<file path="config.mk">
export PLATFORM = sky130hd
export DESIGN_NAME = prot_reg_guard
export DESIGN_NICKNAME = d
export VERILOG_FILES = /design/src/rtl/prot_guard_pkg.sv /design/src/rtl/prot_guard_ctrl.sv /design/src/rtl/prot_guard_dp.sv /design/src/rtl/prot_reg_guard.sv
export SDC_FILE = /design/constraint.sdc
export NUM_CORES = 1
export LEC_CHECK = 0
export ABC_AREA = 1
export BUFFER_PORTS_ARGS = -buffer_cell sky130_fd_sc_hd__buf_2
export CAP_MARGIN = 20
export CORE_MARGIN = 10
export CORE_UTILIZATION = 49
export DETAILED_ROUTE_END_ITERATION = 6
export PLACE_DENSITY = 0.81
export SYNTH_ARGS = -nofsm -noshare
export SYNTH_HDL_FRONTEND = slang
export SYNTH_HIERARCHICAL = 1
export SYNTH_SLANG_ARGS = --single-unit
</file>
<file path="constraint.sdc">
create_clock -name clk -period 1.2 [get_ports clk]
set_input_delay 0.24 -clock clk [delete_from_list [all_inputs] [get_ports clk]]
set_output_delay 0.24 -clock clk [all_outputs]
set_load 0.02 [all_outputs]
</file>
<file path="src/rtl/prot_guard_pkg.sv">
package prot_guard_pkg;

  typedef enum logic [1:0] {
    OP_STORE = 2'd0,
    OP_SET   = 2'd1,
    OP_CLR   = 2'd2,
    OP_TGL   = 2'd3
  } bitOp_e;

  typedef enum logic [1:0] {
    RD_NONE = 2'd0,
    RD_CLK  = 2'd1,
    RD_PWR  = 2'd2,
    RD_STAT = 2'd3
  } rdSel_e;

  // Strobes from control to datapath, valid in the cycle of the bus access.
  typedef struct packed {
    logic   loadClk;
    logic   loadPwr;
    logic   setErr;
    logic   wrStat;
    rdSel_e rdSel;
  } guardStb_t;

  function automatic logic [7:0] mergeByte(input bitOp_e op, input logic [7:0] cur,
                                           input logic [7:0] dat);
    logic [7:0] res;
    unique case (op)
      OP_SET:  res = cur | dat;
      OP_CLR:  res = cur & ~dat;
      OP_TGL:  res = cur ^ dat;
      default: res = dat;
    endcase
    return res;
  endfunction

endpackage

</file>
<file path="src/rtl/prot_guard_ctrl.sv">
module prot_guard_ctrl
  import prot_guard_pkg::*;
#(
  parameter int ADDR_W = 4,
  parameter logic [ADDR_W-1:0] CMD_ADDR  = 'h0,
  parameter logic [ADDR_W-1:0] CLK_ADDR  = 'h1,
  parameter logic [ADDR_W-1:0] PWR_ADDR  = 'h2,
  parameter logic [ADDR_W-1:0] STAT_ADDR = 'h3
) (
  input  logic              clk,
  input  logic              rstN,
  input  logic [ADDR_W-1:0] busAddr,
  input  logic              busWr,
  input  logic              busRd,
  output guardStb_t         stb
);

  logic armed;
  logic isCmd, isClk, isPwr, isStat;
  logic anyAccess, cmdWr, protWr;

  assign isCmd     = (busAddr == CMD_ADDR);
  assign isClk     = (busAddr == CLK_ADDR);
  assign isPwr     = (busAddr == PWR_ADDR);
  assign isStat    = (busAddr == STAT_ADDR);
  assign anyAccess = busWr | busRd;
  assign cmdWr     = busWr & isCmd;
  assign protWr    = busWr & (isClk | isPwr);

  // Arm on a command write, drop on any other bus cycle, hold across idle cycles.
  always_ff @(posedge clk) begin
    if (!rstN)          armed <= 1'b0;
    else if (cmdWr)     armed <= 1'b1;
    else if (anyAccess) armed <= 1'b0;
  end

  always_comb begin
    stb.loadClk = busWr & isClk & armed;
    stb.loadPwr = busWr & isPwr & armed;
    stb.setErr  = protWr & ~armed;
    stb.wrStat  = busWr & isStat;
    stb.rdSel   = RD_NONE;
    if (busRd) begin
      if (isClk)       stb.rdSel = RD_CLK;
      else if (isPwr)  stb.rdSel = RD_PWR;
      else if (isStat) stb.rdSel = RD_STAT;
    end
  end

  // a command write leaves the guard armed
  a_r2_cmd_arms: assert property (@(posedge clk) disable iff (!rstN)
    (busWr && isCmd) |=> armed);

  // any other bus cycle leaves the guard disarmed
  a_r4_other_disarms: assert property (@(posedge clk) disable iff (!rstN)
    (anyAccess && !(busWr && isCmd)) |=> !armed);

  // idle cycles keep the armed state
  a_r4_idle_holds: assert property (@(posedge clk) disable iff (!rstN)
    (!anyAccess) |=> $stable(armed));

endmodule

</file>
<file path="src/rtl/prot_guard_dp.sv">
module prot_guard_dp
  import prot_guard_pkg::*;
#(
  parameter logic [7:0] CLK_RST = 8'h03,
  parameter logic [7:0] PWR_RST = 8'h00
) (
  input  logic       clk,
  input  logic       rstN,
  input  guardStb_t  stb,
  input  logic [1:0] busBitOp,
  input  logic [7:0] busWdata,
  output logic [7:0] rdData,
  output logic [7:0] clkCtl,
  output logic [7:0] pwrCtl
);

  logic       errFlag;
  bitOp_e     op;
  logic [7:0] statNow;
  logic [7:0] clkMerged, pwrMerged, statMerged;
  logic [7:0] rdNext;

  assign op         = bitOp_e'(busBitOp);
  assign statNow    = {7'b0, errFlag};
  assign clkMerged  = mergeByte(op, clkCtl, busWdata);
  assign pwrMerged  = mergeByte(op, pwrCtl, busWdata);
  assign statMerged = mergeByte(op, statNow, busWdata);

  always_ff @(posedge clk) begin
    if (!rstN) begin
      clkCtl <= CLK_RST;
      pwrCtl <= PWR_RST;
    end else begin
      if (stb.loadClk) clkCtl <= clkMerged;
      if (stb.loadPwr) pwrCtl <= pwrMerged;
    end
  end

  always_ff @(posedge clk) begin
    if (!rstN)                             errFlag <= 1'b0;
    else if (stb.setErr)                   errFlag <= 1'b1;
    else if (stb.wrStat && !statMerged[0]) errFlag <= 1'b0;
  end

  always_comb begin
    unique case (stb.rdSel)
      RD_CLK:  rdNext = clkCtl;
      RD_PWR:  rdNext = pwrCtl;
      RD_STAT: rdNext = statNow;
      default: rdNext = 8'h00;
    endcase
  end

  always_ff @(posedge clk) begin
    if (!rstN) rdData <= 8'h00;
    else       rdData <= rdNext;
  end

  // protected registers change only on an unlocked load strobe
  a_r3_clk_guarded: assert property (@(posedge clk) disable iff (!rstN)
    !stb.loadClk |=> $stable(clkCtl));
  a_r3_pwr_guarded: assert property (@(posedge clk) disable iff (!rstN)
    !stb.loadPwr |=> $stable(pwrCtl));

  // a dropped protected write raises the error flag
  a_r5_err_raised: assert property (@(posedge clk) disable iff (!rstN)
    stb.setErr |=> errFlag);

  // the flag is sticky unless the status location is written
  a_r7_err_sticky: assert property (@(posedge clk) disable iff (!rstN)
    (errFlag && !stb.wrStat) |=> errFlag);

  // no read gives zero read data
  a_r8_idle_zero: assert property (@(posedge clk) disable iff (!rstN)
    (stb.rdSel == RD_NONE) |=> (rdData == 8'h00));

endmodule

</file>
<file path="src/rtl/prot_reg_guard.sv">
module prot_reg_guard
  import prot_guard_pkg::*;
#(
  parameter int ADDR_W = 4,
  parameter logic [ADDR_W-1:0] CMD_ADDR  = 'h0,
  parameter logic [ADDR_W-1:0] CLK_ADDR  = 'h1,
  parameter logic [ADDR_W-1:0] PWR_ADDR  = 'h2,
  parameter logic [ADDR_W-1:0] STAT_ADDR = 'h3,
  parameter logic [7:0] CLK_RST = 8'h03,
  parameter logic [7:0] PWR_RST = 8'h00
) (
  input  logic              clk,
  input  logic              rstN,
  input  logic [ADDR_W-1:0] busAddr,
  input  logic              busWr,
  input  logic              busRd,
  input  logic [1:0]        busBitOp,
  input  logic [7:0]        busWdata,
  output logic [7:0]        busRdata,
  output logic [7:0]        clkCtlOut,
  output logic [7:0]        pwrCtlOut
);

  guardStb_t stb;

  prot_guard_ctrl #(
    .ADDR_W(ADDR_W), .CMD_ADDR(CMD_ADDR), .CLK_ADDR(CLK_ADDR),
    .PWR_ADDR(PWR_ADDR), .STAT_ADDR(STAT_ADDR)
  ) u_ctrl (
    .clk(clk), .rstN(rstN), .busAddr(busAddr),
    .busWr(busWr), .busRd(busRd), .stb(stb)
  );

  prot_guard_dp #(
    .CLK_RST(CLK_RST), .PWR_RST(PWR_RST)
  ) u_dp (
    .clk(clk), .rstN(rstN), .stb(stb), .busBitOp(busBitOp),
    .busWdata(busWdata), .rdData(busRdata),
    .clkCtl(clkCtlOut), .pwrCtl(pwrCtlOut)
  );

endmodule

</file>
== Word-level counts from Yosys, hierarchy flattened ==
Index checks and enable logic that the tools add are counted.

* Add/sub/neg operators: 0
* Multiply operators: 0
* Div/mod/pow operators: 0
* $lt $le $gt $ge: 0
* Equality and inequality tests: 9
* Shifts and indexed selects: 0
* Mux-type cells: 12
* Bitwise operators: 21
* Reduce and logical (&&, ||, !) cells: 5

{| class="wikitable"
|+ Operators with widths
! operator !! number
|-
| $pmux 8 s3 || 3
|-
| $and 8x8->8 || 2
|-
| $or 8x8->8 || 2
|-
| $xor 8x8->8 || 2
|-
| $and 1x1->1 || 9
|-
| $eq 2x2->1 const B || 4
|-
| $eq 4x2->1 const B || 2
|-
| $mux 2 || 4
|-
| $not 8->8 || 1
|-
| $eq 2x1->1 const B || 2
|-
| $eq 4x1->1 const B || 1
|-
| $logic_not 4->1 || 1
|-
| $mux 1 || 4
|-
| $reduce_bool 2->1 || 2
|-
| $or 1x1->1 || 3
|-
| $pmux 1 s3 || 1
|-
| $logic_and 1x1->1 || 1
|-
| $logic_not 1->1 || 1
|-
| $not 1->1 || 1
|-
| $xor 1x1->1 || 1
|}

* Flip-flop bits (word level): 26
* Bits in latches: 0
* Bits in writable memories: 0
* ROM bits: 0
* Output and inout bits: 24
* Logic and storage cells: 52
* Memories kept: 0

== Logic depth before layout (Yosys ltp) ==
Gate-level depths: netlist of run 1.

* Word-level depth: 7
* Mapped depth: 8
* Gate-level depth less buffers: 8

== Modules after synthesis ==
The synthesis of run 1 kept the hierarchy.

{| class="wikitable"
|+ Modules (own cells, without submodules)
! module !! instances !! cells each !! area an instance (um2) !! sequential area each (um2)
|-
| prot_guard_dp || 1 || 263 || 1821.7 || 500.5
|-
| prot_guard_ctrl || 1 || 21 || 131.4 || 20.0
|}

== Least setup slack after synthesis of run 1 ==
OpenSTA, ideal clock, no wires.

* Path type: input-to-reg
* From: input port busAddr[3]
* To: register u_dp.pwrCtl[4]
* Arrival: 1148 ps
* Required time: 1083 ps
* Setup slack: -65 ps
* Stages: 7
* Path buffers: 1
* Cells stage by stage: nor2_4 nand3_2 nor2_1 clkbuf_1 nand2_1 nor2_1 nor2_1

{| class="wikitable"
|+ RTL lines
! what !! RTL line !! text
|-
| start: declaration || prot_reg_guard.sv:14 || <nowiki>input logic [ADDR_W-1:0] busAddr,</nowiki>
|-
| end signal: assignment || prot_guard_dp.sv:35 || <nowiki>if (stb.loadPwr) pwrCtl <= pwrMerged;</nowiki>
|-
| end: declaration || prot_guard_dp.sv:14 || <nowiki>output logic [7:0] pwrCtl</nowiki>
|}

== Worst setup path after layout of run 1 ==
* From: register u_dp.errFlag
* To: register u_dp.errFlag

* Cells in the longest elaborated chain, start to end: 5
* Elaborated cells on any way between the ends: 7
* Those cells by class: 1 x mux; 3 x bitwise; 3 x reduce/logical

{| class="wikitable"
|+ Ends and longest elaborated chain
! what !! RTL line !! text
|-
| start: declaration || prot_guard_dp.sv:17 || <nowiki>logic errFlag;</nowiki>
|-
| start signal: assignment || prot_guard_dp.sv:40 || <nowiki>if (!rstN) errFlag <= 1'b0;</nowiki>
|-
| start signal: assignment || prot_guard_dp.sv:41 || <nowiki>else if (stb.setErr) errFlag <= 1'b1;</nowiki>
|-
| start signal: assignment || prot_guard_dp.sv:42 || <nowiki>else if (stb.wrStat && !statMerged[0]) errFlag <= 1'b0;</nowiki>
|-
| $xor 1x1->1 (tied with other cells) || prot_guard_pkg.sv:32 || <nowiki>OP_TGL: res = cur ^ dat;</nowiki>
|-
| $pmux 1 s3 * || prot_guard_pkg.sv:29 || <nowiki>unique case (op)</nowiki>
|-
| $logic_not 1->1 * || prot_guard_dp.sv:42 ||
|-
| $logic_and 1x1->1 * || prot_guard_dp.sv:42 ||
|-
| $reduce_bool 2->1 (no line) * || -- ||
|}

Mark *: on every way between the ends. The rest lies on a longest branch, timed or not.
A chain may end at the register's enable or synchronous reset.

==> results of run 1 <==
==> power by group <==
part	total (mW)	switching (mW)	internal, mW
logic	0.303	0.178	0.125
clock network	0.587	0.293	0.294
registers	0.867	0.00204	0.865
==> routing by layer <==
metal  vias up  wire length [um]
met2        82              2720
met4         0                79
met5         -                 0
met1       934              2270
met3         9               391
li1       1053                 -
==> cell families after synthesis <==
| family | Yosys count | share of synthesized area (%) |
|---|---|---|
| AND/OR/NAND/NOR | 124 | 26.7 |
| buffers and inverters | 52 | 11.2 |
| adder cells (fa/ha/maj) | 34 | 21.8 |
| AO/OA/AOI/OAI | 48 | 13.7 |
| flip-flops | 26 | 26.6 |
==> sequential cells by signal, indices dropped and copies added, names as in the netlist <==
signal,cells
u_dp/clkCtl,8
u_dp/pwrCtl,8
u_dp/rdData,8
u_ctrl/armed,1
u_dp/errFlag,1
==> worst max-delay path by stage <==
stage,depth (start not counted),slack [ns],start,to
after CTS,5,0.01,u_ctrl/armed,u_dp/clkCtl[2]
after floorplan,6,0.003,u_dp/clkCtl[0],u_dp/clkCtl[0]
final,8,-0.02,u_dp/errFlag,u_dp/errFlag
after global routing,8,-0.06,u_dp/errFlag,u_dp/errFlag
after detailed placement,7,-0.22,busAddr[3],u_dp/pwrCtl[6]
after global placement,7,-0.17,busAddr[3],u_dp/pwrCtl[6]
==> cell usage after synthesis (2+ instances only) <==
| cell type | count |
|---|---|
| ha_1 | 34 |
| or2_1 | 2 |
| nor2_1 | 30 |
| nand3_2 | 2 |
| nor3_1 | 4 |
| buf_6 | 3 |
| inv_1 | 42 |
| clkbuf_1 | 2 |
| a31oi_1 | 6 |
| a21oi_1 | 13 |
| nand2_1 | 74 |
| inv_2 | 2 |
| nor2_4 | 2 |
| dfxtp_1 | 26 |
| nand3_1 | 6 |
| o211ai_1 | 4 |
| o21ai_0 | 21 |
==> area by class of cell <==
class,count,area [um2]
repair buffers,77,507
clock buffers,4,55.1
multi-input cells,206,1250
fillers,328,1170
flip-flops and latches,26,531
inverters,46,174
well taps,48,60.1
==> critical path, cell delays in order (launching register included) <==
cell     delay (ns)
dfxtp_2        0.36
inv_2          0.05
ha_4           0.22
nand3_1        0.06
nand2_1        0.06
nor2_1         0.13
nand2_1        0.10
nand2_2        0.09
a21oi_2        0.06
==> metrics by stage <==
stage / util [%] / instances / hold slack [ns] / setup slack, ns / instance area (um2)
2_1_floorplan: - / 284 / 0.378 / 0.00297 / 1960
3_3_place_gp: 65.9 / 402 / 0.492 / -0.165 / 2470
3_5_place_dp: 65.9 / 402 / 0.507 / -0.224 / 2470
4_1_cts: 67.5 / 406 / 0.260 / 0.00986 / 2530
5_1_grt: 68.8 / 407 / 0.277 / -0.0581 / 2570
6_report: 68.8 / 407 / 0.259 / -0.0197 / 2570
==> timing repair <==
item,in CTS,in global routing
resized for setup,1,17
pin swaps,0,11
buffers inserted,0,1
hold endpoints to repair,0,0
endpoints found under the setup margin,1,21
==> qor.yml, run 1 <==
run_status:
  status: "finished with violations"
  violations: "design-rule violations, negative setup slack"
timing:
  fmaxAchievable_ghz: 0.820
  setup_viol: 1
  setup_ws_ns: -0.0197
  period_minus_slack_ns: 1.22
  hold_violations: 0
  period_share_pct: 102
  setup_tns_ns: -0.0197
  slew_viol_final: 0
  worstMarginPinSlew_ns: 0.267
  clock_skew_ns: 0.00840
  relSlewSlack_pct: 82.2
logic_synthesis:
  synth_area_mm2: 0.00195
  synth_edf_count: 0
  syn_inst: 284
  synth_area_leaders: "dfxtp_1 27%, ha_1 22%, nand2_1 14%"
  synth_ff_type: "dfxtp_1"
  yosysWarnings: 6
  yosysTopAreaCell: "dfxtp_1"
  ys_seq_area_share_pct: 26.6
  async_flop_share_pct: 0
  yosysUniqueCellTypes: 28
  avgSynthCellArea_um2: 6.88
  synth_top_area_share_pct: 26.6
  ys_ff_latch: 26
  syn_nets: 336
setup_path:
  r2r-start: "u_dp/errFlag"
  path_class: "register to register"
  cp-end-kind: "register"
  r2r_end: "u_dp/errFlag"
  r2r_cells: 8
  cp-start-kind: "register"
  reg2reg_setup_slack_ns: -0.02
  path_max_fanout: 2
  worstPathRequired_ns: 1.38
  crit_arrival_ns: 1.40
clock_tree:
  clk_latency_ns: 0.27
  root_buffer: "clkbuf_8"
  cts_buffers: 3
  htree_levels: 1
  clock_sinks: 26
  clock_path_buffers: 2
  cts_tree: "done"
  cts_hold_buffers: 0
  clkTransAtPathRegs_ns: 0.10
placement:
  finalWeightedCongestion: 0.821
  dp_hpwl_um: 4120
  portBuffers: 41
global_routing:
  met1_usage_pct: 17.1
  grt_pass1_vias: 2109
  grtUsageTotal_pct: 15.3
  grt.busiest_layer: "met2"
  grt_pass1_wl_um: 9290
  grtUsageMet2_pct: 27.4
  overflow: 0
  use_met3_pct: 2.34
  grt_max_degree: 17
  antenna_found_initial: 0
floorplanning:
  io_pins: 42
  rows: 22
  start_util_pct: 52.2
  dieArea_mm2: 0.00691
  die_w_um: 83.1
  coreArea_mm2: 0.00374
  die_h_um: 83.1
hold_path:
  hp-start: "busRd"
  hold_path_class: "primary input to register"
  holdPathEnd: "u_ctrl/armed"
  whs_path_depth: 4
route:
  firstDrtPassIters: 7
  post_drt_wl_per_cell_um: 13.4
  drc: 1
  vias_per_cell: 5.11
  routed_wl_um: 5460
  ant_nets: 0
  vias: 2078
  drtIter0Drc: 141
finish:
  final_cell_mix: "73 x nand2_1, 40 x buf_2, 38 x inv_1, 34 x buf_4, 32 x ha_1"
  diodes: 0
  final_common_cell: "nand2_1"
  nNetsFinal: 412
  drive_gt1_share_pct: 30.6
  area_growth_pct: 31.8
power:
  peakVddDrop_mv: 0.461
  powerDensity_mw_per_mm2: 682
  p_leak_nw: 1.30
  power_mw: 1.76
flow_run:
  drv_cap: 0
(Power assumes the default switching activity.)
==> run 2, diff against run 1 <==
--- a/config.mk
+++ b/config.mk
@@ -11,6 +11,7 @@
 export CORE_MARGIN = 10
 export CORE_UTILIZATION = 49
 export DETAILED_ROUTE_END_ITERATION = 6
+export MAX_ROUTING_LAYER = met4
 export PLACE_DENSITY = 0.81
 export SYNTH_ARGS = -nofsm -noshare
 export SYNTH_HDL_FRONTEND = slang
==> constraint.sdc (replaced) <==
create_clock -name clk -period 1.2 [get_ports clk]
set_input_delay 0.36 -clock clk [delete_from_list [all_inputs] [get_ports clk]]
set_output_delay 0.36 -clock clk [all_outputs]
set_load 0.02 [all_outputs]
==> run 2 against run 1 <==
  * The flow finishes with violations (negative setup slack)
  * Highest routed layer unchanged
  * Largest power group unchanged
  * Global-route usage increased by 0.28 points
  * Largest cell class unchanged
  * Via count increased by 1.5%
  * Hold slack improved by 0.11 ns
==> qor.yml, run 2 (same netlist as run 1, synthesis figures left out) <==
timing:
  rsz0062_at_grt: "yes"
  period_minus_slack_ns: 1.24  # +0.0194 ns
  worstMarginPinSlew_ns: 0.372  # +0.105 ns
  setup_viol: 2  # +1
  period_share_pct: 103  # +1.6 points
  setup_tns_ns: -0.0498  # -0.0301 ns
  clock_skew_ns: 0.00588  # -0.00253 ns
  relSlewSlack_pct: 75.1  # -7.1 points
  setup_ws_ns: -0.0391  # -0.0194 ns
  hold_violations: 0  # unchanged
  slew_viol_final: 0  # unchanged
  fmaxAchievable_ghz: 0.807  # -1.6%
power:
  p_seq_share_pct: 43.9  # -5.5 points
  switching_share_pct: 25.2  # -1.7 points
  pwr-share-clk_pct: 37.9  # +4.5 points
  p_leak_nw: 1.32  # +1.2%
  power_mw: 1.93  # +9.8%
  internal-power_mw: 1.44  # +12%
  pwr-share-comb_pct: 18.2  # +1.0 points
  powerDensity_mw_per_mm2: 693  # +1.6%
  p_switching_mw: 0.487  # +2.9%
  peakVddDrop_mv: 0.688  # +49%
clock_tree:
  cts_buffers: 3  # unchanged
  clk_latency_ns: 0.27  # about the same
  clkTransAtPathRegs_ns: 0.09  # about the same
  htree_levels: 1  # unchanged
  cts_hold_buffers: 0  # unchanged
  clock_path_buffers: 2  # unchanged
  clock_sinks: 26  # unchanged
  root_buffer: "clkbuf_8"
  cts_tree: "done"
global_routing:
  overflow: 0  # unchanged
  grt_pass1_vias: 2107  # -0.095%
  grt_pass1_wl_um: 9250  # -0.45%
  antenna_found_initial: 0  # unchanged
  grtUsageTotal_pct: 15.5  # +0.28 points
  grt_max_degree: 18  # +1
route:
  firstDrtPassIters: 4  # -3
  drtIter0Drc: 166  # +18%
  post_drt_wl_per_cell_um: 14.3  # +6.7%
  ant_nets: 0  # unchanged
  drc: 0  # -1
  vias_per_cell: 5.19  # +1.7%
  routed_wl_um: 5810  # +6.4%
  vias: 2109  # +1.5%
floorplanning:
  die_w_um: 83.1  # unchanged
  io_pins: 42  # unchanged
  start_util_pct: 52.2  # unchanged
  rows: 22  # unchanged
  coreArea_mm2: 0.00374  # unchanged
  die_h_um: 83.1  # unchanged
  dieArea_mm2: 0.00691  # unchanged
finish:
  area_growth_pct: 42.5
  diodes: 0  # unchanged
  final_cell_mix: "73 x nand2_1, 39 x buf_4, 35 x inv_1, 30 x ha_1, 26 x nor2_1"
  top_regs: "u_dp/clkCtl (8), u_dp/pwrCtl (8), u_dp/rdData (8)"
  drive_gt1_share_pct: 36.6  # +6.0 points
  final-instance-count-excl-fill: 406  # -0.25%
  nNetsFinal: 411  # -0.24%
  final_util_pct: 74.3  # +5.5 points
  final_common_cell: "nand2_1"
run_status:
  status: "finished with violations"
  violations: "negative setup slack"
setup_path:
  cp-start-kind: "primary input"
  path_max_fanout: 7  # +5
  path_class: "primary input to register"
  cp-end-kind: "register"
  worstPathRequired_ns: 1.39  # about the same
  crit_arrival_ns: 1.43  # +0.03 ns
hold_path:
  hold_path_class: "primary input to register"
flow_run:
  drv_cap: 0  # unchanged
placement:
  dp_hpwl_um: 3990  # -3.1%
  placed_cells: 403  # +0.25%
  portBuffers: 41  # unchanged
  finalWeightedCongestion: 0.844  # +2.9%
  pre_cts_slack_ns: -0.274  # -0.0504 ns
## run 2: changes by cell type in the layout (fill, tap and decap cells not counted), sizes merged
cell and change:
clkbuf -1, inv -1, clkinvlp +1, bufinv +1, buf -1
## run 2: per-stage QoR
stage          area [um2]  hold WS [ns]
2_1_floorplan        1990         0.469
3_3_place_gp         2470         0.490
3_5_place_dp         2470         0.497
4_1_cts              2560         0.376
5_1_grt              2780         0.370
6_report             2780         0.373
## run 2: critical path: stages
cell        delay [ns]
buf_6             0.07
clkinvlp_4        0.19
ha_4              0.33
nand3_2           0.07
nand2_1           0.07
nor2_1            0.04
nand2_1           0.05
nand2_1           0.08
a21oi_2           0.16
## run 2: power by group through the flow
stage | clock, mW | sequential [mW] | combinational, mW
after floorplan | 0 | 0.889 | 0.159
after global placement | 0 | 0.887 | 0.300
after detailed placement | 0 | 0.887 | 0.310
after CTS | 0.741 | 0.867 | 0.312
after global routing | 0.790 | 0.848 | 0.389
final | 0.731 | 0.847 | 0.351
## run 2: layout make-up
cell class              count  area, um2
clock buffers               3       41.3
clock inverters             1       30.0
fillers                   287        961
inverters                  46        180
multi-input cells         206       1330
flip-flops and latches     26        566
well taps                  48       60.1
repair buffers             76        574
## run 2: repair_timing
item | in CTS | in global routing
setup endpoints to repair | 14 | 34
buffers inserted | 0 | 5
pin swaps | 0 | 8
cloned | 0 | 0
resized for setup | 28 | 51
## run 2: metal layers
layer / GRT usage [%] / wire [um] / vias to the layer above
met5: - / 0 / -
met4: 4.92 / 28 / 0
met3: 2.54 / 438 / 2
met2: 28.1 / 2950 / 81
met1: 16.7 / 2390 / 976
li1: - / - / 1050
## run 2: worst paths after layout
kind                        from             end  slack [ns]  cells past startpoint
hold / removal              rstN    u_ctrl/armed        0.37                      2
setup reg to reg    u_dp/errFlag    u_dp/errFlag           0                      8
setup / recovery     busWdata[0]    u_dp/errFlag       -0.04                      9
hold reg to reg   u_dp/clkCtl[3]  u_dp/rdData[3]        0.51                      2
